**src/rtl/prd_dma_pkg.sv**
```systemverilog
package prd_dma_pkg;
    typedef enum logic [2:0] {
        S_IDLE, S_FETCH_ADDR, S_FETCH_CNT, S_MEM_RD, S_DEV_PUSH, S_DEV_PULL, S_MEM_WR
    } eng_state_t;

    localparam logic [1:0] REG_CMD  = 2'd0;
    localparam logic [1:0] REG_STAT = 2'd1;
    localparam logic [1:0] REG_BASE = 2'd2;

    localparam int CMD_RUN  = 0;
    localparam int CMD_DIR  = 3;
    localparam int ST_ACT   = 0;
    localparam int ST_ERR   = 1;
    localparam int ST_INT   = 2;
    localparam int ST_CAP0  = 5;
    localparam int ST_CAP1  = 6;
    localparam int FLAG_END = 15;

    localparam int CNT_W = 16;

    function automatic logic [CNT_W:0] region_bytes(input logic [CNT_W-1:0] cnt);
        return (cnt == '0) ? {1'b1, {CNT_W{1'b0}}} : {1'b0, cnt};
    endfunction
endpackage

```
**src/rtl/prd_dma_regs.sv**
```systemverilog
module prd_dma_regs
    import prd_dma_pkg::*;
#(
    parameter int ADDR_W = 32
) (
    input  logic              clk,
    input  logic              rst_n,
    input  logic              reg_wr,
    input  logic [1:0]        reg_addr,
    input  logic [31:0]       reg_wdata,
    output logic [31:0]       reg_rdata,
    input  logic              busy,
    input  logic              set_err,
    input  logic              set_int,
    output logic              start_pulse,
    output logic              start_dir,
    output logic              stop_pulse,
    output logic [ADDR_W-1:0] table_base,
    output logic              irq
);
    logic [ADDR_W-5:0] base_q;
    logic err_q, int_q, cap0_q, cap1_q, run_q, dir_q;
    logic wr_cmd, wr_stat, wr_base;

    assign wr_cmd  = reg_wr && (reg_addr == REG_CMD);
    assign wr_stat = reg_wr && (reg_addr == REG_STAT);
    assign wr_base = reg_wr && (reg_addr == REG_BASE);

    assign start_pulse = wr_cmd && reg_wdata[CMD_RUN] && !busy;
    assign start_dir   = reg_wdata[CMD_DIR];
    assign stop_pulse  = wr_cmd && !reg_wdata[CMD_RUN];
    assign table_base  = {base_q, 4'b0000};
    assign irq         = int_q;

    always_ff @(posedge clk) begin
        if (!rst_n) begin
            base_q <= '0;
            err_q  <= 1'b0;
            int_q  <= 1'b0;
            cap0_q <= 1'b0;
            cap1_q <= 1'b0;
            run_q  <= 1'b0;
            dir_q  <= 1'b0;
        end else begin
            if (wr_base) base_q <= reg_wdata[ADDR_W-1:4];
            if (wr_cmd) begin
                run_q <= reg_wdata[CMD_RUN];
                dir_q <= reg_wdata[CMD_DIR];
            end
            if (wr_stat) begin
                cap0_q <= reg_wdata[ST_CAP0];
                cap1_q <= reg_wdata[ST_CAP1];
            end
            if (set_err) err_q <= 1'b1;
            else if (wr_stat && reg_wdata[ST_ERR]) err_q <= 1'b0;
            if (set_int) int_q <= 1'b1;
            else if (wr_stat && reg_wdata[ST_INT]) int_q <= 1'b0;
        end
    end

    always_comb begin
        reg_rdata = '0;
        unique case (reg_addr)
            REG_CMD: begin
                reg_rdata[CMD_RUN] = run_q;
                reg_rdata[CMD_DIR] = dir_q;
            end
            REG_STAT: begin
                reg_rdata[ST_ACT]  = busy;
                reg_rdata[ST_ERR]  = err_q;
                reg_rdata[ST_INT]  = int_q;
                reg_rdata[ST_CAP0] = cap0_q;
                reg_rdata[ST_CAP1] = cap1_q;
            end
            REG_BASE: reg_rdata[ADDR_W-1:0] = table_base;
            default:  reg_rdata = '0;
        endcase
    end

    // interrupt rises only together with the engine going idle
    p_int_when_idle_r9: assert property (@(posedge clk) disable iff (!rst_n)
        $rose(int_q) |-> !busy);
    // a stop command leaves the engine idle on the next cycle
    p_stop_idles_r10: assert property (@(posedge clk) disable iff (!rst_n)
        stop_pulse |=> !busy);
    // a clear-by-one write without a new event drops the error bit
    p_err_w1c_r4: assert property (@(posedge clk) disable iff (!rst_n)
        (wr_stat && reg_wdata[ST_ERR] && !set_err) |=> !err_q);
endmodule

```
**src/rtl/prd_dma_engine.sv**
```systemverilog
module prd_dma_engine
    import prd_dma_pkg::*;
#(
    parameter int ADDR_W = 32,
    parameter int DATA_W = 32
) (
    input  logic              clk,
    input  logic              rst_n,
    input  logic              start,
    input  logic              start_dir,
    input  logic              stop,
    input  logic [ADDR_W-1:0] table_base,
    output logic              busy,
    output logic              set_err,
    output logic              set_int,
    output logic              mem_req,
    output logic              mem_we,
    output logic [ADDR_W-1:0] mem_addr,
    output logic [DATA_W-1:0] mem_wdata,
    input  logic              mem_rsp_valid,
    input  logic [DATA_W-1:0] mem_rsp_data,
    input  logic              mem_rsp_err,
    output logic              dev_out_valid,
    output logic [DATA_W-1:0] dev_out_data,
    input  logic              dev_out_ready,
    input  logic              dev_in_valid,
    input  logic [DATA_W-1:0] dev_in_data,
    output logic              dev_in_ready
);
    localparam int BEAT = DATA_W / 8;
    localparam int DESC_BYTES = 2 * BEAT;

    eng_state_t state_q, state_d;
    logic [ADDR_W-1:0] desc_q, bufp_q;
    logic [CNT_W:0]    rem_q;
    logic              last_q, dir_q;
    logic [DATA_W-1:0] word_q;
    logic rsp_ok, err_ev, beat_done, region_end;

    assign rsp_ok     = mem_req && mem_rsp_valid && !mem_rsp_err;
    assign err_ev     = mem_req && mem_rsp_valid && mem_rsp_err && !stop;
    assign beat_done  = (state_q == S_DEV_PUSH && dev_out_ready) ||
                        (state_q == S_MEM_WR && rsp_ok);
    assign region_end = (rem_q <= (CNT_W+1)'(BEAT));

    always_comb begin
        state_d = state_q;
        if (stop) state_d = S_IDLE;
        else if (err_ev) state_d = S_IDLE;
        else begin
            unique case (state_q)
                S_IDLE:       if (start) state_d = S_FETCH_ADDR;
                S_FETCH_ADDR: if (rsp_ok) state_d = S_FETCH_CNT;
                S_FETCH_CNT:  if (rsp_ok) state_d = dir_q ? S_DEV_PULL : S_MEM_RD;
                S_MEM_RD:     if (rsp_ok) state_d = S_DEV_PUSH;
                S_DEV_PULL:   if (dev_in_valid) state_d = S_MEM_WR;
                S_DEV_PUSH, S_MEM_WR:
                    if (beat_done) begin
                        if (!region_end) state_d = dir_q ? S_DEV_PULL : S_MEM_RD;
                        else if (last_q) state_d = S_IDLE;
                        else             state_d = S_FETCH_ADDR;
                    end
                default:      state_d = S_IDLE;
            endcase
        end
    end

    always_ff @(posedge clk) begin
        if (!rst_n) state_q <= S_IDLE;
        else        state_q <= state_d;
    end

    always_ff @(posedge clk) begin
        if (!rst_n) begin
            desc_q <= '0;
            bufp_q <= '0;
            rem_q  <= '0;
            last_q <= 1'b0;
            dir_q  <= 1'b0;
            word_q <= '0;
        end else begin
            if (state_q == S_IDLE && start) begin
                desc_q <= table_base;
                dir_q  <= start_dir;
            end
            if (state_q == S_FETCH_ADDR && rsp_ok) bufp_q <= mem_rsp_data[ADDR_W-1:0];
            if (state_q == S_FETCH_CNT && rsp_ok) begin
                rem_q  <= region_bytes(mem_rsp_data[CNT_W-1:0]);
                last_q <= mem_rsp_data[CNT_W + FLAG_END];
                desc_q <= desc_q + ADDR_W'(DESC_BYTES);
            end
            if (state_q == S_MEM_RD && rsp_ok) word_q <= mem_rsp_data;
            if (state_q == S_DEV_PULL && dev_in_valid) word_q <= dev_in_data;
            if (beat_done) begin
                bufp_q <= bufp_q + ADDR_W'(BEAT);
                rem_q  <= region_end ? '0 : rem_q - (CNT_W+1)'(BEAT);
            end
        end
    end

    always_comb begin
        busy          = (state_q != S_IDLE);
        mem_req       = (state_q == S_FETCH_ADDR) || (state_q == S_FETCH_CNT) ||
                        (state_q == S_MEM_RD) || (state_q == S_MEM_WR);
        mem_we        = (state_q == S_MEM_WR);
        mem_addr      = (state_q == S_FETCH_ADDR) ? desc_q :
                        (state_q == S_FETCH_CNT)  ? desc_q + ADDR_W'(BEAT) : bufp_q;
        mem_wdata     = word_q;
        dev_out_valid = (state_q == S_DEV_PUSH);
        dev_out_data  = word_q;
        dev_in_ready  = (state_q == S_DEV_PULL);
        set_err       = err_ev;
        set_int       = err_ev || (beat_done && region_end && last_q && !stop);
    end

    // a pending memory request holds its address until answered
    p_req_hold_r7: assert property (@(posedge clk) disable iff (!rst_n)
        (mem_req && !mem_rsp_valid && !stop) |=> (mem_req && $stable(mem_addr)));
    // an offered device word stays put until taken
    p_push_hold_r7: assert property (@(posedge clk) disable iff (!rst_n)
        (dev_out_valid && !dev_out_ready && !stop) |=> (dev_out_valid && $stable(dev_out_data)));
    // descriptor fetches land on 8-byte boundaries
    p_desc_align_r5: assert property (@(posedge clk) disable iff (!rst_n)
        (state_q == S_FETCH_ADDR) |-> (mem_addr[2:0] == 3'b000));
    // a faulted response halts the engine
    p_err_halt_r11: assert property (@(posedge clk) disable iff (!rst_n)
        err_ev |=> !busy);
    // remaining count never exceeds the largest region
    p_rem_bound_r6: assert property (@(posedge clk) disable iff (!rst_n)
        busy |-> (rem_q <= {1'b1, {CNT_W{1'b0}}}));
    // only one direction handshake is ever open
    p_one_side_r3: assert property (@(posedge clk) disable iff (!rst_n)
        $onehot0({dev_out_valid, dev_in_ready, mem_req}));
endmodule

```
**src/rtl/prd_dma_ctrl.sv**
```systemverilog
module prd_dma_ctrl
    import prd_dma_pkg::*;
#(
    parameter int ADDR_W = 32
) (
    input  logic              clk,
    input  logic              rst_n,
    input  logic              reg_wr,
    input  logic [1:0]        reg_addr,
    input  logic [31:0]       reg_wdata,
    output logic [31:0]       reg_rdata,
    output logic              irq,
    output logic              mem_req,
    output logic              mem_we,
    output logic [ADDR_W-1:0] mem_addr,
    output logic [31:0]       mem_wdata,
    input  logic              mem_rsp_valid,
    input  logic [31:0]       mem_rsp_data,
    input  logic              mem_rsp_err,
    output logic              dev_out_valid,
    output logic [31:0]       dev_out_data,
    input  logic              dev_out_ready,
    input  logic              dev_in_valid,
    input  logic [31:0]       dev_in_data,
    output logic              dev_in_ready
);
    logic busy, set_err, set_int, start_pulse, start_dir, stop_pulse;
    logic [ADDR_W-1:0] table_base;

    prd_dma_regs #(.ADDR_W(ADDR_W)) u_regs (
        .clk(clk), .rst_n(rst_n), .reg_wr(reg_wr), .reg_addr(reg_addr),
        .reg_wdata(reg_wdata), .reg_rdata(reg_rdata), .busy(busy),
        .set_err(set_err), .set_int(set_int), .start_pulse(start_pulse),
        .start_dir(start_dir), .stop_pulse(stop_pulse), .table_base(table_base),
        .irq(irq)
    );

    prd_dma_engine #(.ADDR_W(ADDR_W), .DATA_W(32)) u_engine (
        .clk(clk), .rst_n(rst_n), .start(start_pulse), .start_dir(start_dir),
        .stop(stop_pulse), .table_base(table_base), .busy(busy),
        .set_err(set_err), .set_int(set_int), .mem_req(mem_req), .mem_we(mem_we),
        .mem_addr(mem_addr), .mem_wdata(mem_wdata), .mem_rsp_valid(mem_rsp_valid),
        .mem_rsp_data(mem_rsp_data), .mem_rsp_err(mem_rsp_err),
        .dev_out_valid(dev_out_valid), .dev_out_data(dev_out_data),
        .dev_out_ready(dev_out_ready), .dev_in_valid(dev_in_valid),
        .dev_in_data(dev_in_data), .dev_in_ready(dev_in_ready)
    );
endmodule

```
**config.mk**
```make
export PLATFORM = sky130hd
export DESIGN_NAME = prd_dma_ctrl
export DESIGN_NICKNAME = d
export VERILOG_FILES = /design/src/rtl/prd_dma_pkg.sv /design/src/rtl/prd_dma_regs.sv /design/src/rtl/prd_dma_engine.sv /design/src/rtl/prd_dma_ctrl.sv
export SDC_FILE = /design/constraint.sdc
export NUM_CORES = 1
export LEC_CHECK = 0
export ABC_AREA = 1
export BUFFER_PORTS_ARGS = -buffer_cell sky130_fd_sc_hd__buf_2
export CORE_MARGIN = 2
export CORE_UTILIZATION = 50
export DETAILED_ROUTE_END_ITERATION = 10
export PLACE_DENSITY = 0.84
export SLEW_MARGIN = 40
export SYNTH_ARGS = -nofsm -noshare
export SYNTH_HDL_FRONTEND = slang
export SYNTH_SLANG_ARGS = --single-unit
```
**constraint.sdc**
```tcl
create_clock -name clk -period 1.96 [get_ports clk]
set_clock_uncertainty 0.05 [all_clocks]
set_input_delay 0.49 -clock clk [delete_from_list [all_inputs] [get_ports clk]]
set_output_delay 0.49 -clock clk [all_outputs]
set_load 0.005 [all_outputs]
```
==> results_dict.tcl, run 1 <==
set metrics [dict create \
    clkSlewWorstSetupHoldPaths_ns 0.07 \
    synth_area_leader_cell "dfxtp_1" \
    endpoint_kind "output port" \
    worst_pin_slew_ns 0.4789 \
    worstHoldPathType "input pin to flip-flop" \
    ys_seq_area_frac 0.3242 \
    dpl.hpwl_um 22620 \
    yosysWarnings 0 \
    status "complete, but fails checks" \
    postCtsHoldBufs 0 \
    cts.sinks 149 \
    ys_seq_elements 149 \
    initial_utilization 0.5105 \
    routed-via-count 11990 \
    synth_edf_count 0 \
    power.total_mw 8.326 \
    place_ws_ns -0.1059 \
    final.period_utilization 1.110 \
    required_ns 1.42 \
    violations "setup timing" \
    antenna_found_initial 0 \
    yosysTopAreaCellShare 0.3242 \
    drc_errors 0 \
    cts_buffers 17 \
    drive_gt1_frac 0.2967 \
    clk_latency_ns 0.44 \
    finalWorstSetupSlack_ns -0.2154 \
    grt_max_degree 61 \
    die_area_mm2 0.01950 \
    nets 1912 \
    wirelength_um 37960 \
    synth_ff_type "dfxtp_1" \
    yosysMostFrequentCell "nand2_1" \
    num_antenna_cells 0 \
    avgSynthCellArea_um2 6.110 \
    slew_headroom 0.6783 \
    synthCells 1506 \
    syn-num-nets 1618 \
    track_usage 0.3102 \
    viasPerCell 5.871 \
    stdcell_area_mm2 0.01282 \
    ir_worst_vdd_mv 0.6569 \
    die_h_um 139.7 \
    p_leak_nw 6.133 \
    rr_startpoint "u_engine.state_q[0]$_SDFFE_PP0P_" \
    drtIter0Drc 1634 \
    htree_levels 4 \
    ios 238 \
    detail-route-antenna-nets 0 \
    hold_start "reg_wdata[10]" \
    setup_viol 75 \
    drtPass1Iterations 7 \
    core_mm2 0.01802 \
    cts_tree "built" \
    syn_area_mm2 0.009201 \
    placed_cell_area_mm2 0.01068 \
    clock_path_buffers 2 \
    critical_path_class "flip-flop to output port" \
    drv_cap 0 \
    finalMaxSlewViolations 0 \
    worstSetupStartpointType "flip-flop" \
    rows 49 \
    cp_max_fo 8 \
    grt_pass1_vias 9764 \
    cp-startpoint "u_engine.state_q[2]$_SDFFE_PP0P_" \
    async_reset_ff_frac 0 \
    hold_viol 0 \
    placement.io_buffers 237 \
    yosys.cell_types.count 39 \
    area_delta_synth_final_pct 39.31 \
    fin_util 0.7112 \
    place.gp.congestion 0.9895 \
    synth.area.top_cells "dfxtp_1 (32%), nand2_1 (20%), nor2_1 (7.9%), o21ai_0 (6.1%), inv_1 (5.4%)" \
    arrival_ns 1.64 \
    die_w_um 139.7 \
    fillers 1354 \
    synth_common_cells "nand2_1 (479), nor2_1 (194), dfxtp_1 (149)" \
    rsz0062_at_grt "yes" \
    wl_per_cell_um 18.59 \
    overflow 0 \
    fin_crit_ns 2.175 \
    max_freq_mhz 459.7 \
    p_per_area_mw_per_mm2 649.5 \
    cts-root-buf "clkbuf_16" \
    grt_first_pass_wirelength_um 49420 \
]
## per-stage QoR
stage	setup TNS, ns	cells	hold slack [ns]
global route	-13.46	2042	0.2670
global placement	-0.5330	1937	0.4016
CTS	-4.044	1976	0.2537
floorplan	0	1506	0.3893
finish	-6.944	2042	0.2466
detailed placement	-0.8839	1937	0.4076
## cell usage in the layout, fill, tap and decap left out, drive strengths merged, types with 30 or more instances in the layout
cell type    n
a31oi       42
buf        352
a21oi       68
dfxtp      149
clkbuf      30
inv        154
o21ai      145
nor2       205
nand3       76
nand2      489
## worst max-delay path: stages, from the launching register on
cell and delay, ns:
dfxtp_2 0.35, inv_4 0.08, nand3_4 0.10, nand2_8 0.18, clkbuf_16 0.19, nand2_2 0.05, o21ai_2 0.09, buf_2 0.14
## flip-flops by register name (all words and copies together), names as in the netlist, 3 cells and up
register	count
u_engine.bufp_q	32
u_engine.desc_q	29
u_engine.dev_out_data	32
u_engine.rem_q	17
u_engine.state_q	3
u_regs.base_q	28
## report_power, final
group          switching, mW  internal [mW]
registers             0.0811           3.10
logic                  0.967          0.692
clock network           1.55           1.94
## layer usage
metal  global-route usage  share of wire
met1               0.4061           0.37
met2               0.5093           0.45
met4               0.1011          0.061
met3              0.06986           0.12
met5                    0              0
## what timing repair did
action / in CTS / in global routing
gates resized for setup: 75 / 151
pin swaps: 6 / 24
gates cloned: 3 / 21
endpoints found under the setup margin: 57 / 152
buffers inserted: 4 / 46
## cells by family after synthesis
family,after synthesis,synth area share
adder cells (fa/ha/maj),7,0.009518
flip-flops,149,0.3242
AO/OA/AOI/OAI,268,0.1560
AND/OR/NAND/NOR,813,0.3658
buffers and inverters,243,0.1198
XOR/XNOR,26,0.02475
## layout make-up
type,count,area [um^2],area share
timing repair buffer,365,2655,0.2071
multi-input combinational,1118,5678,0.4429
clock buffer,17,425.4,0.03319
timing repair inverter,1,16.27,0.001269
clock inverter,15,185.2,0.01445
sequential,149,2992,0.2334
inverter,148,580.6,0.04529
tap,229,286.5,0.02235
## path summary, 6_finish.rpt
check	slack [ns]	to	cells after the start
setup / recovery	-0.22	mem_addr[11]	7
setup reg to reg	-0.19	u_engine.bufp_q[4]$_SDFFE_PN0P_	12
hold reg to reg	0.44	u_regs.err_q$_SDFFE_PN0P_	2
hold / removal	0.25	u_regs.base_q[6]$_SDFFE_PN0P_	3
Power figures use the tool's default switching activity.
==> run 2, diff against run 1 <==
--- a/config.mk
+++ b/config.mk
@@ -10,8 +10,9 @@
 export CORE_MARGIN = 2
 export CORE_UTILIZATION = 50
 export DETAILED_ROUTE_END_ITERATION = 10
-export PLACE_DENSITY = 0.84
+export PLACE_DENSITY_LB_ADDON = 0.15
 export SLEW_MARGIN = 40
 export SYNTH_ARGS = -nofsm -noshare
 export SYNTH_HDL_FRONTEND = slang
+export SYNTH_HIERARCHICAL = 1
 export SYNTH_SLANG_ARGS = --single-unit
==> run 2 against run 1 <==
Against the previous run:
- the run still ends with setup timing left
- critical path depth is 2 higher
- combinational power is 90% higher
- total power is 18% higher
- flip-flop and latch count is 3 higher
- wire length is 23% higher
- sequential power is 3% higher
- first-iteration DRC count is 22% lower
- register-to-register slack worse by 0.09 ns
- hold slack worse by 0.012 ns
- utilization is 11 points higher
- setup slack worse by 0.36 ns
==> results_dict.tcl, run 2 <==
set metrics [dict create \
    status "complete, but fails checks" \
    violations "setup timing" \
    routed-via-count 13570 \
    postCtsHoldBufs 0 \
    die_w_um 145.1 \
    placement.io_buffers 237 \
    finalWorstSetupSlack_ns -0.5787 \
    num_antenna_cells 0 \
    core_mm2 0.01953 \
    multi_input_area_mm2 0.006993 \
    setup_viol 123 \
    viasPerCell 5.772 \
    ys_seq_area_frac 0.3055 \
    ys_seq_elements 152 \
    yosysMostFrequentCell "nand2_1" \
    synth_area_leader_cell "dfxtp_1" \
    antenna_found_initial 1 \
    avgSynthCellArea_um2 6.114 \
    required_ns 1.42 \
    cts_tree "built" \
    nets 2186 \
    slowest_delay_ns 0.38 \
    crit_chain "ha_4, nand3_4, nor2_4, nand2_4, nor2_4, nand4_1, nand3_1, nand2_1, buf_2" \
    async_reset_ff_frac 0 \
    grt_max_degree 65 \
    worst-path-buf-inv 1 \
    place.gp.congestion 1.024 \
    layout_commonest_cell "nand2_1" \
    area_delta_synth_final_pct 60.59 \
    holdWs_ns 0.2343 \
    syn_area_mm2 0.009960 \
    clock_path_buffers 2 \
    synth_ff_type "dfxtp_1" \
    drtPass1Iterations 6 \
    initial_utilization 0.5101 \
    wirelength_um 46570 \
    path_common_cell "nor2_4" \
    rsz0062_at_grt "yes" \
    synth_common_cells "nand2_1 (451), nor2_1 (214), inv_1 (176)" \
    worstHoldPathType "input pin to flip-flop" \
    track_usage 0.3706 \
    cp_top_family "simple AND/OR/NAND/NOR gates" \
    place_inst 2228 \
    drtIter0Drc 1273 \
    endpoint_kind "output port" \
    regArea_mm2 0.003112 \
    rows 51 \
    cp_max_fo 4 \
    p_per_area_mw_per_mm2 615.9 \
    synthCells 1629 \
    layout_common_cells "nand2_1 (367), buf_2 (232), buf_4 (197)" \
    arrival_ns 2.00 \
    clk_latency_ns 0.44 \
    finalMaxSlewViolations 0 \
    final_cells 2351 \
    synth.area.top_cells "dfxtp_1 (31%), nand2_1 (17%), nor2_1 (8.1%), inv_1 (6.6%), nand3_1 (6.3%)" \
    p_leak_nw 7.798 \
    overflow 0 \
    ios 238 \
    cts.sinks 152 \
    drv_cap 0 \
    die_h_um 145.1 \
    cts_buffers 17 \
    yosys.cell_types.count 42 \
    detail-route-antenna-nets 0 \
    grt_first_pass_wirelength_um 62600 \
    tns_ns -19.81 \
    htree_levels 4 \
    yosysWarnings 6 \
    critical_path_class "flip-flop to output port" \
    fin_crit_ns 2.539 \
    ir_worst_vdd_mv 0.6810 \
    dpl.hpwl_um 29790 \
    cp_slowest_cell "dfxtp_4" \
    yosysTopAreaCellShare 0.3055 \
    fillers 1305 \
    power.total_mw 9.852 \
    max_freq_mhz 393.9 \
    place_ws_ns -0.3037 \
    clkSlewWorstSetupHoldPaths_ns 0.08 \
    cts-root-buf "clkbuf_16" \
    worstSetupStartpointType "flip-flop" \
    hold_viol 0 \
    die_area_mm2 0.02106 \
    drive_gt1_frac 0.4223 \
    final.period_utilization 1.295 \
    synth_edf_count 0 \
    grt_pass1_vias 11800 \
    wl_per_cell_um 19.81 \
    drc_errors 0 \
]
-- run 2: cell type report --
class | count | area share
clock inverter | 15 | 0.01087
tap | 265 | 0.02073
sequential | 152 | 0.1946
multi-input combinational | 1190 | 0.4372
clock buffer | 17 | 0.02660
inverter | 183 | 0.04670
timing repair buffer | 527 | 0.2621
timing repair inverter | 2 | 0.001252
-- run 2: tightest hold or removal path, delay by kind of cell --
family,cells,cell delay [ns]
AO/OA/AOI/OAI,1,0.05
buffers and inverters,1,0.08
AND/OR/NAND/NOR,1,0.07
-- run 2: kinds of logic after synthesis --
group / after synthesis / synth area share
buf+inv: 292 / 0.1364
other cells: 1 / 0.0003765
flops: 152 / 0.3055
simple gates: 856 / 0.3599
fa+ha+maj: 8 / 0.01005
xor+xnor: 30 / 0.02638
compound gates: 290 / 0.1613
-- run 2: metal layers --
metal | routed length, um | track usage
met5 | 0 | 0
met4 | 3083 | 0.1946
met3 | 5045 | 0.05881
met2 | 21790 | 0.6052
met1 | 16650 | 0.4725
-- run 2: path summary, 6_finish.rpt --
check / cells past startpoint / to / slack [ns] / start
worst min-delay path: 3 / u_regs/base_q[24]$_SDFFE_PN0P_ / 0.23 / reg_wdata[28]
worst max register to register: 12 / u_engine/desc_q[19]$_SDFFE_PN0P_ / -0.28 / u_engine/state_q[0]$_SDFFE_PP0P_
worst min register to register: 2 / u_regs/err_q$_SDFFE_PN0P_ / 0.43 / u_regs/err_q$_SDFFE_PN0P_
worst max-delay path: 9 / mem_addr[31] / -0.58 / u_engine/desc_q[3]$_SDFFE_PN0P_
-- run 2: per-stage QoR --
step	cell area, um^2	util
after floorplan	10010	-
after global placement	12550	0.6425
after detailed placement	12550	0.6425
after CTS	14100	0.7224
after global routing	15990	0.8191
final	15990	0.8191
-- run 2: timing repair --
action	in CTS	in global routing
cloned	2	21
setup buffers	27	47
setup endpoints to repair	59	128
gates resized for setup	214	314
pin swaps	48	111
-- run 2: power breakdown --
| part | internal (mW) | switching (mW) | total, mW |
|---|---|---|---|
| logic | 1.46 | 1.70 | 3.16 |
| registers | 3.16 | 0.0990 | 3.26 |
| clock network | 1.72 | 1.70 | 3.43 |
| total | 6.34 | 3.51 | 9.85 |
